File: config.mk
export PLATFORM = sky130hd
export DESIGN_NAME = snd_fifo_pair
export DESIGN_NICKNAME = d
export VERILOG_FILES = /design/src/rtl/snd_fifo_pkg.sv /design/src/rtl/snd_fifo_ring.sv /design/src/rtl/snd_fifo_ctl.sv /design/src/rtl/snd_fifo_pair.sv
export SDC_FILE = /design/constraint.sdc
export NUM_CORES = 2
export LEC_CHECK = 0
export ABC_AREA = 1
export BUFFER_PORTS_ARGS = -buffer_cell sky130_fd_sc_hd__buf_2
export CAP_MARGIN = 20
export CORE_MARGIN = 2
export CORE_UTILIZATION = 45
export CTS_CLUSTER_DIAMETER = 120
export CTS_CLUSTER_SIZE = 24
export DETAILED_ROUTE_END_ITERATION = 10
export GPL_TIMING_DRIVEN = 1
export SYNTH_ARGS = -nofsm -noshare
export SYNTH_HDL_FRONTEND = slang
export SYNTH_SLANG_ARGS = --single-unit
File: constraint.sdc
create_clock -name clk -period 4.8 [get_ports clk]
set_input_delay 0 -clock clk [delete_from_list [all_inputs] [get_ports clk]]
set_output_delay 0 -clock clk [all_outputs]
set_load 0.005 [all_outputs]
File: src/rtl/snd_fifo_pkg.sv
package snd_fifo_pkg;
  localparam int REG_W = 32;
  localparam int STS_W = 7;
  localparam int ADDR_W = 8;

  localparam logic [ADDR_W-1:0] OFS_TXCTL = 8'h0C;
  localparam logic [ADDR_W-1:0] OFS_RXCTL = 8'h10;
  localparam logic [ADDR_W-1:0] OFS_IE    = 8'h1C;
  localparam logic [ADDR_W-1:0] OFS_STS   = 8'h20;
  localparam logic [ADDR_W-1:0] OFS_DATA  = 8'h24;

  localparam int STS_TXOVF = 0;
  localparam int STS_RXUNF = 1;

  localparam int CH_TX = 0;
  localparam int CH_RX = 1;
  localparam int CH_N  = 2;
endpackage

File: src/rtl/snd_fifo_ring.sv
module snd_fifo_ring #(
  parameter int W = 32,
  parameter int DEPTH = 32,
  localparam int AW = $clog2(DEPTH),
  localparam int CW = AW + 1
) (
  input  logic          clk,
  input  logic          rst_n,
  input  logic          flush,
  input  logic          push,
  input  logic [W-1:0]  din,
  input  logic          pop,
  output logic [W-1:0]  dout,
  output logic [CW-1:0] level,
  output logic          full,
  output logic          empty
);
  logic [W-1:0]  mem [DEPTH];
  logic [AW-1:0] wp, rp;
  logic [CW-1:0] cnt;
  logic          do_push, do_pop;

  assign full    = (cnt == CW'(DEPTH));
  assign empty   = (cnt == '0);
  assign do_push = push && !full;
  assign do_pop  = pop && !empty;
  assign dout    = mem[rp];
  assign level   = cnt;

  always_ff @(posedge clk or negedge rst_n) begin
    if (!rst_n) begin
      wp  <= '0;
      rp  <= '0;
      cnt <= '0;
    end else if (flush) begin
      wp  <= '0;
      rp  <= '0;
      cnt <= '0;
    end else begin
      if (do_push) wp <= wp + 1'b1;
      if (do_pop)  rp <= rp + 1'b1;
      cnt <= cnt + CW'(do_push) - CW'(do_pop);
    end
  end

  always_ff @(posedge clk) begin
    if (do_push && !flush) mem[wp] <= din;
  end
endmodule

File: src/rtl/snd_fifo_ctl.sv
module snd_fifo_ctl
  import snd_fifo_pkg::*;
#(
  parameter int DEPTH = 32,
  parameter bit IS_TX = 1'b1,
  localparam int CW = $clog2(DEPTH) + 1
) (
  input  logic             clk,
  input  logic             rst_n,
  input  logic             wr_en,
  input  logic [5:0]       wfield,
  input  logic [CW-1:0]    level,
  output logic             flush,
  output logic             dreq,
  output logic [REG_W-1:0] view
);
  logic       en;
  logic [3:0] thr;

  assign flush = wr_en && wfield[0];
  assign view  = REG_W'({thr, en, 1'b0});

  always_ff @(posedge clk or negedge rst_n) begin
    if (!rst_n) begin
      en  <= 1'b0;
      thr <= '0;
    end else if (wr_en) begin
      en  <= wfield[1];
      thr <= wfield[5:2];
    end
  end

  generate
    if (IS_TX) begin : g_space
      logic [CW-1:0] space;
      assign space = CW'(DEPTH) - level;
      assign dreq  = en && (space >= CW'(thr));
    end else begin : g_fill
      assign dreq  = en && (level >= CW'(thr));
    end
  endgenerate
endmodule

File: src/rtl/snd_fifo_pair.sv
module snd_fifo_pair
  import snd_fifo_pkg::*;
#(
  parameter int DATA_W = 32,
  parameter int DEPTH = 32
) (
  input  logic              clk,
  input  logic              rst_n,
  input  logic              reg_wr,
  input  logic              reg_rd,
  input  logic [7:0]        reg_addr,
  input  logic [31:0]       reg_wdata,
  output logic [31:0]       reg_rdata,
  output logic              tx_m_valid,
  input  logic              tx_m_ready,
  output logic [DATA_W-1:0] tx_m_data,
  input  logic              rx_s_valid,
  output logic              rx_s_ready,
  input  logic [DATA_W-1:0] rx_s_data,
  output logic              tx_dma_req,
  output logic              rx_dma_req,
  output logic              irq
);
  localparam int CW = $clog2(DEPTH) + 1;

  logic hit_txc, hit_rxc, hit_ie, hit_sts, hit_data;
  assign hit_txc  = (reg_addr == OFS_TXCTL);
  assign hit_rxc  = (reg_addr == OFS_RXCTL);
  assign hit_ie   = (reg_addr == OFS_IE);
  assign hit_sts  = (reg_addr == OFS_STS);
  assign hit_data = (reg_addr == OFS_DATA);

  logic [CH_N-1:0]  ctl_wr, ctl_flush, ctl_dreq;
  logic [CW-1:0]    lvl [CH_N];
  logic [REG_W-1:0] ctl_view [CH_N];

  assign ctl_wr[CH_TX] = reg_wr && hit_txc;
  assign ctl_wr[CH_RX] = reg_wr && hit_rxc;

  generate
    for (genvar ch = 0; ch < CH_N; ch++) begin : g_ctl
      snd_fifo_ctl #(.DEPTH(DEPTH), .IS_TX(ch == CH_TX)) u_ctl (
        .clk    (clk),
        .rst_n  (rst_n),
        .wr_en  (ctl_wr[ch]),
        .wfield (reg_wdata[5:0]),
        .level  (lvl[ch]),
        .flush  (ctl_flush[ch]),
        .dreq   (ctl_dreq[ch]),
        .view   (ctl_view[ch])
      );
    end
  endgenerate

  assign tx_dma_req = ctl_dreq[CH_TX];
  assign rx_dma_req = ctl_dreq[CH_RX];

  logic              tx_full, tx_empty, rx_full, rx_empty;
  logic              tx_push, rx_pop;
  logic [DATA_W-1:0] rx_head;

  assign tx_push = reg_wr && hit_data;
  assign rx_pop  = reg_rd && hit_data;

  snd_fifo_ring #(.W(DATA_W), .DEPTH(DEPTH)) u_txq (
    .clk   (clk),
    .rst_n (rst_n),
    .flush (ctl_flush[CH_TX]),
    .push  (tx_push),
    .din   (reg_wdata[DATA_W-1:0]),
    .pop   (tx_m_valid && tx_m_ready),
    .dout  (tx_m_data),
    .level (lvl[CH_TX]),
    .full  (tx_full),
    .empty (tx_empty)
  );

  snd_fifo_ring #(.W(DATA_W), .DEPTH(DEPTH)) u_rxq (
    .clk   (clk),
    .rst_n (rst_n),
    .flush (ctl_flush[CH_RX]),
    .push  (rx_s_valid && rx_s_ready),
    .din   (rx_s_data),
    .pop   (rx_pop),
    .dout  (rx_head),
    .level (lvl[CH_RX]),
    .full  (rx_full),
    .empty (rx_empty)
  );

  assign tx_m_valid = !tx_empty;
  assign rx_s_ready = !rx_full;

  logic [STS_W-1:0] sts, ie, sts_set, sts_clr;

  always_comb begin
    sts_set = '0;
    sts_set[STS_TXOVF] = tx_push && tx_full;
    sts_set[STS_RXUNF] = rx_pop && rx_empty;
    sts_clr = (reg_wr && hit_sts) ? reg_wdata[STS_W-1:0] : '0;
  end

  always_ff @(posedge clk or negedge rst_n) begin
    if (!rst_n) begin
      sts <= '0;
      ie  <= '0;
    end else begin
      sts <= (sts & ~sts_clr) | sts_set;
      if (reg_wr && hit_ie) ie <= reg_wdata[STS_W-1:0];
    end
  end

  assign irq = |(sts & ie);

  logic [31:0] rd_mux;
  always_comb begin
    rd_mux = '0;
    if (hit_txc)  rd_mux = ctl_view[CH_TX];
    if (hit_rxc)  rd_mux = ctl_view[CH_RX];
    if (hit_ie)   rd_mux = 32'(ie);
    if (hit_sts)  rd_mux = 32'(sts);
    if (hit_data) rd_mux = rx_empty ? '0 : 32'(rx_head);
  end

  always_ff @(posedge clk or negedge rst_n) begin
    if (!rst_n)      reg_rdata <= '0;
    else if (reg_rd) reg_rdata <= rd_mux;
  end
endmodule

==> results.json <==
{
  "cts_buffer_depth": 3,
  "synth_compound_area_share_pct": 9.393,
  "drcViolationCount": 0,
  "final_common_cell": "edfxtp_1",
  "combPwrFrac_pct": 25.0,
  "htree_levels": 3,
  "finalHoldViolCount": 0,
  "antenna_left": 0,
  "worst_pin_slew_ns": 1.183,
  "dpl_worst_slack_ns": 1.229,
  "finClkSkew_ns": 0.05926,
  "fmax_mhz": 239.8,
  "fin_ws_ns": 0.6293,
  "whs_endpoint": "reg_rdata[6]$_DFFE_PN0P_",
  "period_share_pct": 86.89,
  "path_common_cell": "dlygate4sd3_1",
  "crit_path_max_incr_delay_ns": 0.87,
  "die-height_um": 440.4,
  "hold_path_class": "input pin to flop",
  "cp_max_fo": 21,
  "critical_path.startpoint_type": "input pin",
  "p_leak_uw": 0.03105,
  "syn_inst": 6917,
  "regToRegEndpoint": "u_txq.mem[18][25]$_DFFE_PP_",
  "yosysUniqueCellTypes": 40,
  "synth_top_family_by_area": "simple AND/OR/NAND/NOR gates",
  "synth.area.mux_share_pct": 0,
  "synthAdderAreaFrac_pct": 0.6162,
  "cts_resized": 0,
  "syn_nets": 7036,
  "cts_num_sinks": 2136,
  "ir_drop_mv": 0.3292,
  "first_pass_iters": 5,
  "ctsHoldBuffers": 91,
  "grt_max_degree": 211,
  "wl_per_cell_um": 24.85,
  "finalCriticalPeriod_ns": 4.171,
  "synth-xor-area-share_pct": 0.08178,
  "final_cell_mix": "edfxtp_1 (2048), nor2_1 (1268), o21ai_0 (907)",
  "totalWireLength_mm": 236.9,
  "arrival_ns": 4.64,
  "internal-power_uw": 27880,
  "ys_seq_elements": 2136,
  "pwr-share-clk_pct": 23.3,
  "path_class": "input pin to flop",
  "drt_iter0_markers": 6438,
  "ys_seq_area_share_pct": 74.35,
  "power_switching_uw": 13560,
  "powerDensity_mw_per_mm2": 443.8,
  "path_buf_inv": 5,
  "track_usage_pct": 23.96,
  "r2r_start": "u_txq.level[2]$_DFF_PN0_",
  "row_count": 160,
  "clk_latency_ns": 0.79,
  "crit_required_ns": 5.27,
  "coreArea_mm2": 0.1896,
  "hold_depth": 8,
  "swShare_pct": 32.73,
  "crit_chain": "dlygate4sd3_1 -> buf_2 -> nor2_1 -> dlygate4sd3_1 -> nand4_4 -> dlygate4sd3_1 -> nor3_4 -> nand2_1 -> nor2_4 -> buf_4",
  "area_growth_pct": 8.990,
  "hpwl_mm": 135.5,
  "yosys.area_share.simple_pct": 12.45,
  "rsz0062_at_grt": "false",
  "maxCapViolCount": 0,
  "outcome": "complete, no violations",
  "cts_setup_buffers": 0,
  "cts_tree": "built",
  "vias": 54690,
  "end_kind": "flop",
  "slowest_stage": "nor2_4",
  "power.share.sequential_pct": 51.7,
  "fp.dieArea_mm2": 0.1939,
  "setup_viol_count_final": 0,
  "grt_pass1_vias": 51650,
  "max_slew_margin_pct": 21.16,
  "synthesis.area_mm2": 0.08568,
  "numPortBuffers": 146,
  "die_w_um": 440.4,
  "finalNetCount": 7083,
  "rr_worst_depth": 8,
  "ios": 147,
  "overflow": 0,
  "reg2reg_setup_slack_ns": 1.25,
  "gp_congestion": 0.8450,
  "cts.clk_slew.worst_paths_ns": 0.10,
  "hp-start": "reg_addr[7]",
  "start_util_pct": 45.20,
  "vias_per_cell": 5.736,
  "setup_tns_ns": 0,
  "cp-startpoint": "reg_addr[1]",
  "avgSynthCellArea_um2": 12.39,
  "cts_root_buf": "clkbuf_16",
  "drive_gt1_share_pct": 7.277,
  "final_max_slew_viol_count": 0,
  "yosysWarnings": 0,
  "cts_buffers": 99,
  "cp_top_family": "buffers and inverters",
  "antenna_found_initial": 3,
  "grt_pass1_wl_mm": 347.6
}
[metrics by stage]
stage	instances	area [um2]	util (%)	hold slack, ns	total power [uW]
finish	9534	93380	49.26	0.1079	41440
global route	9533	93380	49.26	0.1874	43250
CTS	9523	93170	49.15	0.05012	41590
detailed placement	9273	89450	47.18	0.07579	32090
global placement	9269	89370	47.14	0.07640	31970
floorplan	6917	85680	-	-0.2956	27910
[area by class of cell]
class,count,area (um2)
inverters,181,703.2
multi-input cells,4168,19800
repair buffers,378,3208
diodes,1,2.502
flip-flops and latches,2136,63730
clock inverters,10,136.4
well taps,2511,3142
fillers,16430,96200
clock buffers,149,2665
[cell usage after synthesis (all sizes together)]
cell type  number  area [um2]
edfxtp       2048       61500
nand2         883        3317
o21ai         962        4815
nand4          43       284.0
o22ai         117       732.0
clkbuf        235       882.1
o2111ai         1       8.760
xnor2           1       8.760
inv           176       660.6
nor4            1       6.260
a41oi           1       8.760
clkinv          5       18.77
fa              2       40.04
dfrtp          88        2202
ha             39       488.0
nand3         373        1867
nand3b          1       7.510
or2            19       118.9
a21oi         139       695.7
nor3b           1       7.510
a211oi          1       7.510
nor3            5       36.29
buf           197        1106
o31ai           3       22.52
nor2         1335        5024
xor2            7       61.31
o211ai        229        1719
a221oi          1       8.760
o21a            4       30.03
[worst max-delay path by stage]
stage / endpoint / slack (ns) / cells past startpoint
2_1_floorplan: u_txq.mem[15][0]$_DFFE_PP_ / 0.92 / 7
3_3_place_gp: u_txq.mem[17][16]$_DFFE_PP_ / 1.33 / 8
3_5_place_dp: u_txq.mem[18][25]$_DFFE_PP_ / 1.23 / 8
4_1_cts: u_txq.mem[18][25]$_DFFE_PP_ / 0.69 / 10
5_1_grt: u_txq.mem[18][25]$_DFFE_PP_ / 0.48 / 10
6_report: u_txq.mem[18][25]$_DFFE_PP_ / 0.63 / 10
[routing by layer]
metal  routed length (um)  GRT usage (%)  share of wire (%)  up-vias
met1               104000          35.55                 44    27500
met4                 6002          6.413                2.5        2
met5                   10              0             0.0042        -
met3                17840          3.269                7.5      264
li1                     -              -                  -    24770
met2               109000          37.18                 46     2155
[sequential cells by signal, indices dropped and copies added, names as in the netlist]
register	flops
u_txq.mem	1024
u_txq.level	6
u_txq.wp	5
u_txq.rp	5
u_rxq.wp	5
reg_rdata	32
u_rxq.level	6
g_ctl.u_ctl.thr	8
u_rxq.rp	5
ie	7
u_rxq.mem	1024
sts	7
g_ctl.u_ctl.en	2
[worst register-to-register path, stage by stage (launching register included)]
cell and delay, ns:
dfrtp_1 0.41, inv_1 0.10, ha_1 0.22, nand2_1 0.10, nor2_1 0.08, nor3_4 0.48
nand2_1 0.58, nor2_4 0.87, buf_4 0.38
[cells by family (layout without fill, tap and decap cells)]
| kind of cell | Yosys count | after routing |
|---|---|---|
| flops | 2136 | 2136 |
| buf+inv | 613 | 718 |
| simple gates | 2661 | 2661 |
| other cells | 0 | 1 |
| fa+ha+maj | 41 | 41 |
| xor+xnor | 8 | 8 |
| compound gates | 1458 | 1458 |
[power by group through the flow]
| stage | clock (uW) | combinational [uW] | sequential, uW |
|---|---|---|---|
| 2_1_floorplan | 0 | 6360 | 21600 |
| 3_3_place_gp | 0 | 10100 | 21800 |
| 3_5_place_dp | 0 | 10300 | 21800 |
| 4_1_cts | 9830 | 10300 | 21400 |
| 5_1_grt | 10400 | 11400 | 21500 |
| 6_report | 9670 | 10400 | 21400 |
Note: power is estimated with default switching activity, not from simulation.
